==> src/rtl/ipk_pkg.sv <==
package ipk_pkg;
  typedef enum logic [1:0] {
    S_IDLE  = 2'd0,
    S_ISSUE = 2'd1,
    S_WAIT  = 2'd2,
    S_DONE  = 2'd3
  } seq_state_e;
endpackage

==> src/rtl/ipk_addr_map.sv <==
// Instruction address to first-halfword index: three halfwords per instruction.
module ipk_addr_map #(
  parameter int              IAW        = 32,
  parameter int              WAW        = 32,
  parameter int              BEATS      = 3,
  parameter logic [IAW-1:0]  INSTR_BASE = 32'h0020_0000,
  parameter logic [WAW-1:0]  WORD_BASE  = 32'h0030_0000
) (
  input  logic [IAW-1:0] instr_addr,
  output logic [WAW:0]   start_hw
);
  localparam int HWW = WAW + 1;
  localparam logic [HWW-1:0] BASE_HW = {WORD_BASE, 1'b0};

  logic [IAW-1:0] offset;
  logic [HWW-1:0] offset_ext;

  always_comb begin
    offset     = instr_addr - INSTR_BASE;
    offset_ext = HWW'(offset);
    start_hw   = BASE_HW + offset_ext * HWW'(BEATS);
  end
endmodule

==> src/rtl/ipk_seq.sv <==
// Beat sequencer: one outstanding halfword read at a time.
module ipk_seq
  import ipk_pkg::*;
#(
  parameter int HWW   = 33,
  parameter int BEATS = 3,
  localparam int IW   = (BEATS > 1) ? $clog2(BEATS) : 1
) (
  input  logic           clk,
  input  logic           rst_n,
  input  logic           fetch_req,
  input  logic [HWW-1:0] start_hw,
  input  logic           mem_valid,
  output logic           ready,
  output logic           ack,
  output logic           mem_req,
  output logic [HWW-1:0] req_hw,
  output logic           cap_en,
  output logic [IW-1:0]  cap_idx
);
  localparam logic [IW-1:0] LAST = IW'(BEATS - 1);

  seq_state_e     state_q, state_d;
  logic [HWW-1:0] hw_q, hw_d;
  logic [IW-1:0]  idx_q, idx_d;
  logic           start, last_beat, adv_en;

  always_comb begin
    start     = fetch_req && (state_q == S_IDLE);
    last_beat = (idx_q == LAST);
    cap_en    = (state_q == S_WAIT) && mem_valid;
    adv_en    = start || (cap_en && !last_beat);
    state_d   = state_q;
    hw_d      = hw_q;
    idx_d     = idx_q;
    case (state_q)
      S_IDLE:  if (start) begin
                 state_d = S_ISSUE;
                 hw_d    = start_hw;
                 idx_d   = '0;
               end
      S_ISSUE: state_d = S_WAIT;
      S_WAIT:  if (mem_valid) begin
                 if (last_beat) begin
                   state_d = S_DONE;
                 end else begin
                   state_d = S_ISSUE;
                   hw_d    = hw_q + HWW'(1);
                   idx_d   = idx_q + IW'(1);
                 end
               end
      S_DONE:  state_d = S_IDLE;
      default: state_d = S_IDLE;
    endcase
  end

  always_ff @(posedge clk or negedge rst_n) begin
    if (!rst_n) begin
      state_q <= S_IDLE;
    end else begin
      state_q <= state_d;
    end
  end

  always_ff @(posedge clk or negedge rst_n) begin
    if (!rst_n) begin
      hw_q  <= '0;
      idx_q <= '0;
    end else if (adv_en) begin
      hw_q  <= hw_d;
      idx_q <= idx_d;
    end
  end

  always_comb begin
    ready   = (state_q == S_IDLE);
    ack     = (state_q == S_DONE);
    mem_req = (state_q == S_ISSUE);
    req_hw  = hw_q;
    cap_idx = idx_q;
  end

  // a completed fetch is followed by an idle cycle that is not another ack
  p_ack_then_ready_r4: assert property (@(posedge clk) disable iff (!rst_n)
    ack |=> (!ack && ready));
endmodule

==> src/rtl/ipk_assemble.sv <==
// Halfword lanes; beat k lands in bits [16k+15:16k].
module ipk_assemble #(
  parameter int BEAT_W = 16,
  parameter int BEATS  = 3,
  localparam int IW    = (BEATS > 1) ? $clog2(BEATS) : 1
) (
  input  logic                    clk,
  input  logic                    rst_n,
  input  logic                    cap_en,
  input  logic [IW-1:0]           cap_idx,
  input  logic [BEAT_W-1:0]       beat_data,
  output logic [BEATS*BEAT_W-1:0] instr
);
  for (genvar g = 0; g < BEATS; g++) begin : g_lane
    logic [BEAT_W-1:0] lane_q;
    logic              lane_en;

    always_comb lane_en = cap_en && (cap_idx == IW'(g));

    always_ff @(posedge clk or negedge rst_n) begin
      if (!rst_n) begin
        lane_q <= '0;
      end else if (lane_en) begin
        lane_q <= beat_data;
      end
    end

    always_comb instr[g*BEAT_W +: BEAT_W] = lane_q;
  end
endmodule

==> src/rtl/instr_packer.sv <==
module instr_packer #(
  parameter int              IAW        = 32,
  parameter int              WAW        = 32,
  parameter int              INSTR_W    = 48,
  parameter int              BEAT_W     = 16,
  parameter logic [IAW-1:0]  INSTR_BASE = 32'h0020_0000,
  parameter logic [WAW-1:0]  WORD_BASE  = 32'h0030_0000
) (
  input  logic               clk,
  input  logic               rst_n,
  input  logic               fetch_req,
  input  logic [IAW-1:0]     fetch_addr,
  output logic               fetch_ready,
  output logic               fetch_ack,
  output logic [INSTR_W-1:0] fetch_instr,
  output logic               mem_req,
  output logic [WAW-1:0]     mem_word_addr,
  output logic               mem_hi,
  input  logic               mem_valid,
  input  logic [BEAT_W-1:0]  mem_data
);
  localparam int BEATS = INSTR_W / BEAT_W;
  localparam int HWW   = WAW + 1;
  localparam int IW    = (BEATS > 1) ? $clog2(BEATS) : 1;
  localparam int CW    = $clog2(BEATS + 1);

  logic [HWW-1:0] start_hw, req_hw;
  logic           cap_en;
  logic [IW-1:0]  cap_idx;

  ipk_addr_map #(
    .IAW(IAW), .WAW(WAW), .BEATS(BEATS),
    .INSTR_BASE(INSTR_BASE), .WORD_BASE(WORD_BASE)
  ) u_map (
    .instr_addr (fetch_addr),
    .start_hw   (start_hw)
  );

  ipk_seq #(.HWW(HWW), .BEATS(BEATS)) u_seq (
    .clk       (clk),
    .rst_n     (rst_n),
    .fetch_req (fetch_req),
    .start_hw  (start_hw),
    .mem_valid (mem_valid),
    .ready     (fetch_ready),
    .ack       (fetch_ack),
    .mem_req   (mem_req),
    .req_hw    (req_hw),
    .cap_en    (cap_en),
    .cap_idx   (cap_idx)
  );

  ipk_assemble #(.BEAT_W(BEAT_W), .BEATS(BEATS)) u_asm (
    .clk       (clk),
    .rst_n     (rst_n),
    .cap_en    (cap_en),
    .cap_idx   (cap_idx),
    .beat_data (mem_data),
    .instr     (fetch_instr)
  );

  always_comb begin
    mem_word_addr = req_hw[HWW-1:1];
    mem_hi        = req_hw[0];
  end

  // Observation state for the checks below, kept apart from the sequencer.
  logic           pend_q;
  logic [CW-1:0]  got_q;
  logic [HWW-1:0] prev_hw_q;
  logic           accept;

  always_comb accept = fetch_req && fetch_ready;

  always_ff @(posedge clk or negedge rst_n) begin
    if (!rst_n) begin
      pend_q    <= 1'b0;
      got_q     <= '0;
      prev_hw_q <= '0;
    end else begin
      if (mem_req) begin
        pend_q    <= 1'b1;
        prev_hw_q <= {mem_word_addr, mem_hi};
      end else if (pend_q && mem_valid) begin
        pend_q <= 1'b0;
      end
      if (accept) begin
        got_q <= '0;
      end else if (pend_q && mem_valid && !mem_req) begin
        got_q <= got_q + CW'(1);
      end
    end
  end

  // never a second read while one is still owed
  p_one_outstanding_r2: assert property (@(posedge clk) disable iff (!rst_n)
    mem_req |-> !pend_q);

  // later beats step up by one halfword
  p_beat_ascend_r2: assert property (@(posedge clk) disable iff (!rst_n)
    (mem_req && got_q != '0) |-> ({mem_word_addr, mem_hi} == prev_hw_q + HWW'(1)));

  // acknowledge only once every beat has come back
  p_ack_all_beats_r3: assert property (@(posedge clk) disable iff (!rst_n)
    fetch_ack |-> (got_q == CW'(BEATS)));

  // an accepted request makes the block busy
  p_busy_after_accept_r5: assert property (@(posedge clk) disable iff (!rst_n)
    accept |=> !fetch_ready);
endmodule

==> config.mk <==
export PLATFORM = sky130hd
export DESIGN_NAME = instr_packer
export DESIGN_NICKNAME = d
export VERILOG_FILES = /design/src/rtl/ipk_pkg.sv /design/src/rtl/ipk_addr_map.sv /design/src/rtl/ipk_seq.sv /design/src/rtl/ipk_assemble.sv /design/src/rtl/instr_packer.sv
export SDC_FILE = /design/constraint.sdc
export NUM_CORES = 1
export LEC_CHECK = 0
export CORE_AREA = 8 8 119 121
export DETAILED_ROUTE_END_ITERATION = 6
export DIE_AREA = 0 0 127 129
export PLACE_DENSITY = 0.91
export SLEW_MARGIN = 40
export SYNTH_ARGS = -nofsm -noshare
export SYNTH_HDL_FRONTEND = slang
export SYNTH_SLANG_ARGS = --single-unit
==> constraint.sdc <==
create_clock -name clk -period 2.72 [get_ports clk]
set_input_delay 0.544 -clock clk [delete_from_list [all_inputs] [get_ports clk]]
set_output_delay 0.544 -clock clk [all_outputs]
set_load 0.05 [all_outputs]
==> metrics.yaml <==
run:
  cap_viol_max_count: 0
pwr:
  power_switching_mw: 5.208
  vdd_drop_max_mv: 0.4838
  pwr-share-comb_pct: 64.6
  seqPwrFrac_pct: 23.6
  p_per_area_mw_per_mm2: 999.1
  switching_share_pct: 50.79
  p_clk_share_pct: 11.8
  p_int_mw: 5.046
  p_leak_nw: 4.438
critical_path:
  critPathMaxFanout: 4
  regToRegSetupSlack_ps: 40
  critPathBufInv: 3
  worst_path_largest_cell_delay_ps: 400
  critPathTopFamily: "compound AO/OA/AOI/OAI gates"
  crit_path_end_kind: "flop"
  arrival_ps: 3280
  crit_chain: "dlygate4sd2_1 -> ha_1 -> ha_4 -> buf_4 -> and3_1 -> nand2_1 -> a211oi_4 -> o22ai_2 -> buf_4 -> xor2_1 -> a21oi_1"
  cpMostUsedCell: "buf_4"
  critical_path.slowest_cell: "a211oi_4"
  crit_type: "input pin to flop"
  required_ps: 2910
  start_kind: "input pin"
sta:
  clock.fmax_mhz: 323.0
  fin_tns_setup_ps: -3206
  fin_skew_ps: 8.053
  fin_crit_ps: 3096
  slew-limit-headroom_pct: 53.78
  slew_viol_final: 0
  rsz0062_at_grt: "true"
  setup_viol: 15
  hold_ws_ps: 254.6
  layout_setup_ws_ps: -376.0
  finalCritPeriodShare_pct: 113.8
  tightestPinTransition_ps: 693.3
  hold_viol_final: 0
final_layout:
  nets: 1072
  syn_to_final_growth_pct: 64.13
  antenna_cells: 0
  drive_gt1_share_pct: 39.60
die:
  top_level_ports: 136
  die_w_um: 127
  start_util_pct: 50.79
  core_area_mm2: 0.01231
  std_cell_rows: 41
  die_y_um: 129
  die_area_mm2: 0.01638
synth:
  yosys_warnings: 0
  syn_area_mm2: 0.006253
  synth_cell_types: 66
  synthesis.area_per_instance_um2: 9.103
  yosys-top-cells-area: "dfrtp_1 34%, ha_1 12%, mux2_2 8.6%"
  ys_seq_area_share_pct: 34.01
  synth_fp_nets: 800
  ys.flop_type: "dfrtp_1"
  synth_seq_cells: 85
  async_flop_share_pct: 100.0
  synth_top_area_share_pct: 34.01
  synth_edf_count: 0
  yosysTopAreaCell: "dfrtp_1"
  synthCells: 687
clock_network:
  cts_sinks: 85
  numCtsBuffers: 9
  path_clk_slew_ps: 70
  cts_buffer_depth: 2
  h-tree-depth: 3
  cts_tree: "built"
  clockRootBuffer: "clkbuf_16"
  clock_latency_ps: 340
placement:
  dp_hpwl_um: 14430
  gp_congestion: 0.9135
  portBuffers: 135
grt:
  grt_pass1_vias: 7074
  overflow: 0
  grt_start_max_net_pins: 86
  antenna_found_initial: 0
  grt_util_all_layers_pct: 27.21
  grt_first_pass_wirelength_um: 36180
detailed_routing:
  first_pass_iters: 7
  drt_iter0_markers: 888
  drc: 21
  ant_nets: 0
  routed_via_density: 6.636
  wl_per_cell_um: 24.51
  drt_wl_total_um: 27260
  vias: 7379
hold_path:
  hold_path.class: "input pin to asynchronous set/reset pin"
outcome:
  outcome: "finished with violations"
  violations: "DRC, setup timing"
registers in the layout, summed over array words and instances (netlist names):
register / count
u_asm.g_lane.lane_q: 48
u_seq.cap_idx: 2
u_seq.req_hw: 33
u_seq.state_q: 2
cell type report:
type                       count  area, um^2
clock inverter                 4       50.05
sequential                    85        2127
timing repair buffer         290        2531
clock buffer                  10       239.0
tap                          150       187.7
fill                         578        2048
inverter                      25       108.9
multi-input combinational    548        5020
power groups by stage:
stage	registers [mW]	logic, mW	clock network (mW)
3_3_place_gp	2.34	5.72	0
4_1_cts	2.36	6.10	1.21
5_1_grt	2.47	6.89	1.26
6_report	2.42	6.63	1.21
2_1_floorplan	4.12	1.98	0
3_5_place_dp	2.38	5.88	0
worst paths after layout:
path / from / to / depth (start not counted)
worst min register to register: u_asm.g_lane[1].lane_q[1] / u_asm.g_lane[1].lane_q[1] / 1
worst min-delay path: rst_n / u_asm.g_lane[1].lane_q[6] / 1
worst max-delay path: fetch_addr[17] / u_seq.req_hw[23] / 11
min in group clk: u_asm.g_lane[1].lane_q[1] / u_asm.g_lane[1].lane_q[1] / 1
worst max register to register: u_seq.req_hw[10] / u_seq.req_hw[23] / 8
max in group asynchronous: rst_n / u_asm.g_lane[1].lane_q[0] / 1
per-stage QoR:
step | cell area [um^2] | power [mW] | worst slack [ps] | instances | util (%)
2_1_floorplan | 6500 | 6.098 | -388.5 | 687 | -
3_3_place_gp | 8812 | 8.066 | -852.6 | 1067 | 71.58
3_5_place_dp | 8816 | 8.252 | -948.9 | 1067 | 71.61
4_1_cts | 9834 | 9.672 | -126.7 | 1102 | 79.88
5_1_grt | 10260 | 10.62 | -440.7 | 1112 | 83.36
6_report | 10260 | 10.25 | -376.0 | 1112 | 83.36
per-layer routing:
| layer | wire [um] | vias to the layer above | part of all wire [%] | global-route usage (%) |
|---|---|---|---|---|
| met2 | 12410 | 690 | 46 | 46.28 |
| met3 | 3086 | 249 | 11 | 5.875 |
| met4 | 2257 | 0 | 8.3 | 16.66 |
| li1 | - | 3061 | - | - |
| met1 | 9503 | 3379 | 35 | 30.91 |
| met5 | 0 | - | 0 | 0 |
layout by cell type, fill, tap and decap left out, types with 13 or more instances in the layout:
cell / synthesis / final
buf_4: 0 / 145
clkdlybuf4s50_1: 0 / 107
dfrtp_1: 85 / 85
a21oi_1: 69 / 55
nor2_1: 61 / 52
mux2_2: 48 / 48
ha_4: 0 / 44
nand2_1: 38 / 32
nand3_1: 34 / 29
o21ai_0: 27 / 23
a21o_1: 16 / 16
inv_1: 22 / 16
xnor2_1: 22 / 16
ha_1: 60 / 15
o21ai_1: 15 / 14
xor2_1: 16 / 13
buf_6: 1 / 13
kinds of logic (layout without fill, tap and decap cells):
kind of cell / count (synthesis) / in the layout / synth area share (%)
xor gates and xnor gates: 38 / 38 / 5.322
muxes: 50 / 50 / 8.964
adders and majority gates: 61 / 61 / 12.32
and+or+nand+nor: 210 / 210 / 16.97
AOI/OAI and AO/OA: 189 / 189 / 19.05
DFF: 85 / 85 / 34.01
buffers and inverters: 54 / 329 / 3.361
synth_stat cells, drive strengths merged, types with 3 or more instances:
cell,instances
nand2,38
nand4,9
nand3,36
xnor2,22
a211oi,6
a31oi,10
o311ai,3
a221oi,3
xor2,16
and2,6
nand2b,11
mux2,48
nor2,61
and4,3
nor3,19
clkbuf,27
a21oi,69
o21a,4
a22oi,3
and3,12
dfrtp,85
inv,23
o21ai,43
a21o,16
ha,60
nor4,4
a211o,3
o211ai,4
o21bai,4
o22ai,6
repair_timing:
item / 4_1_cts / 5_1_grt
buffers inserted: 21 / 13
gates resized for setup: 162 / 86
endpoints found under the setup margin: 21 / 18
hold buffers: 0 / 0
pin swaps: 79 / 68
Power figures use the tool's default switching activity.
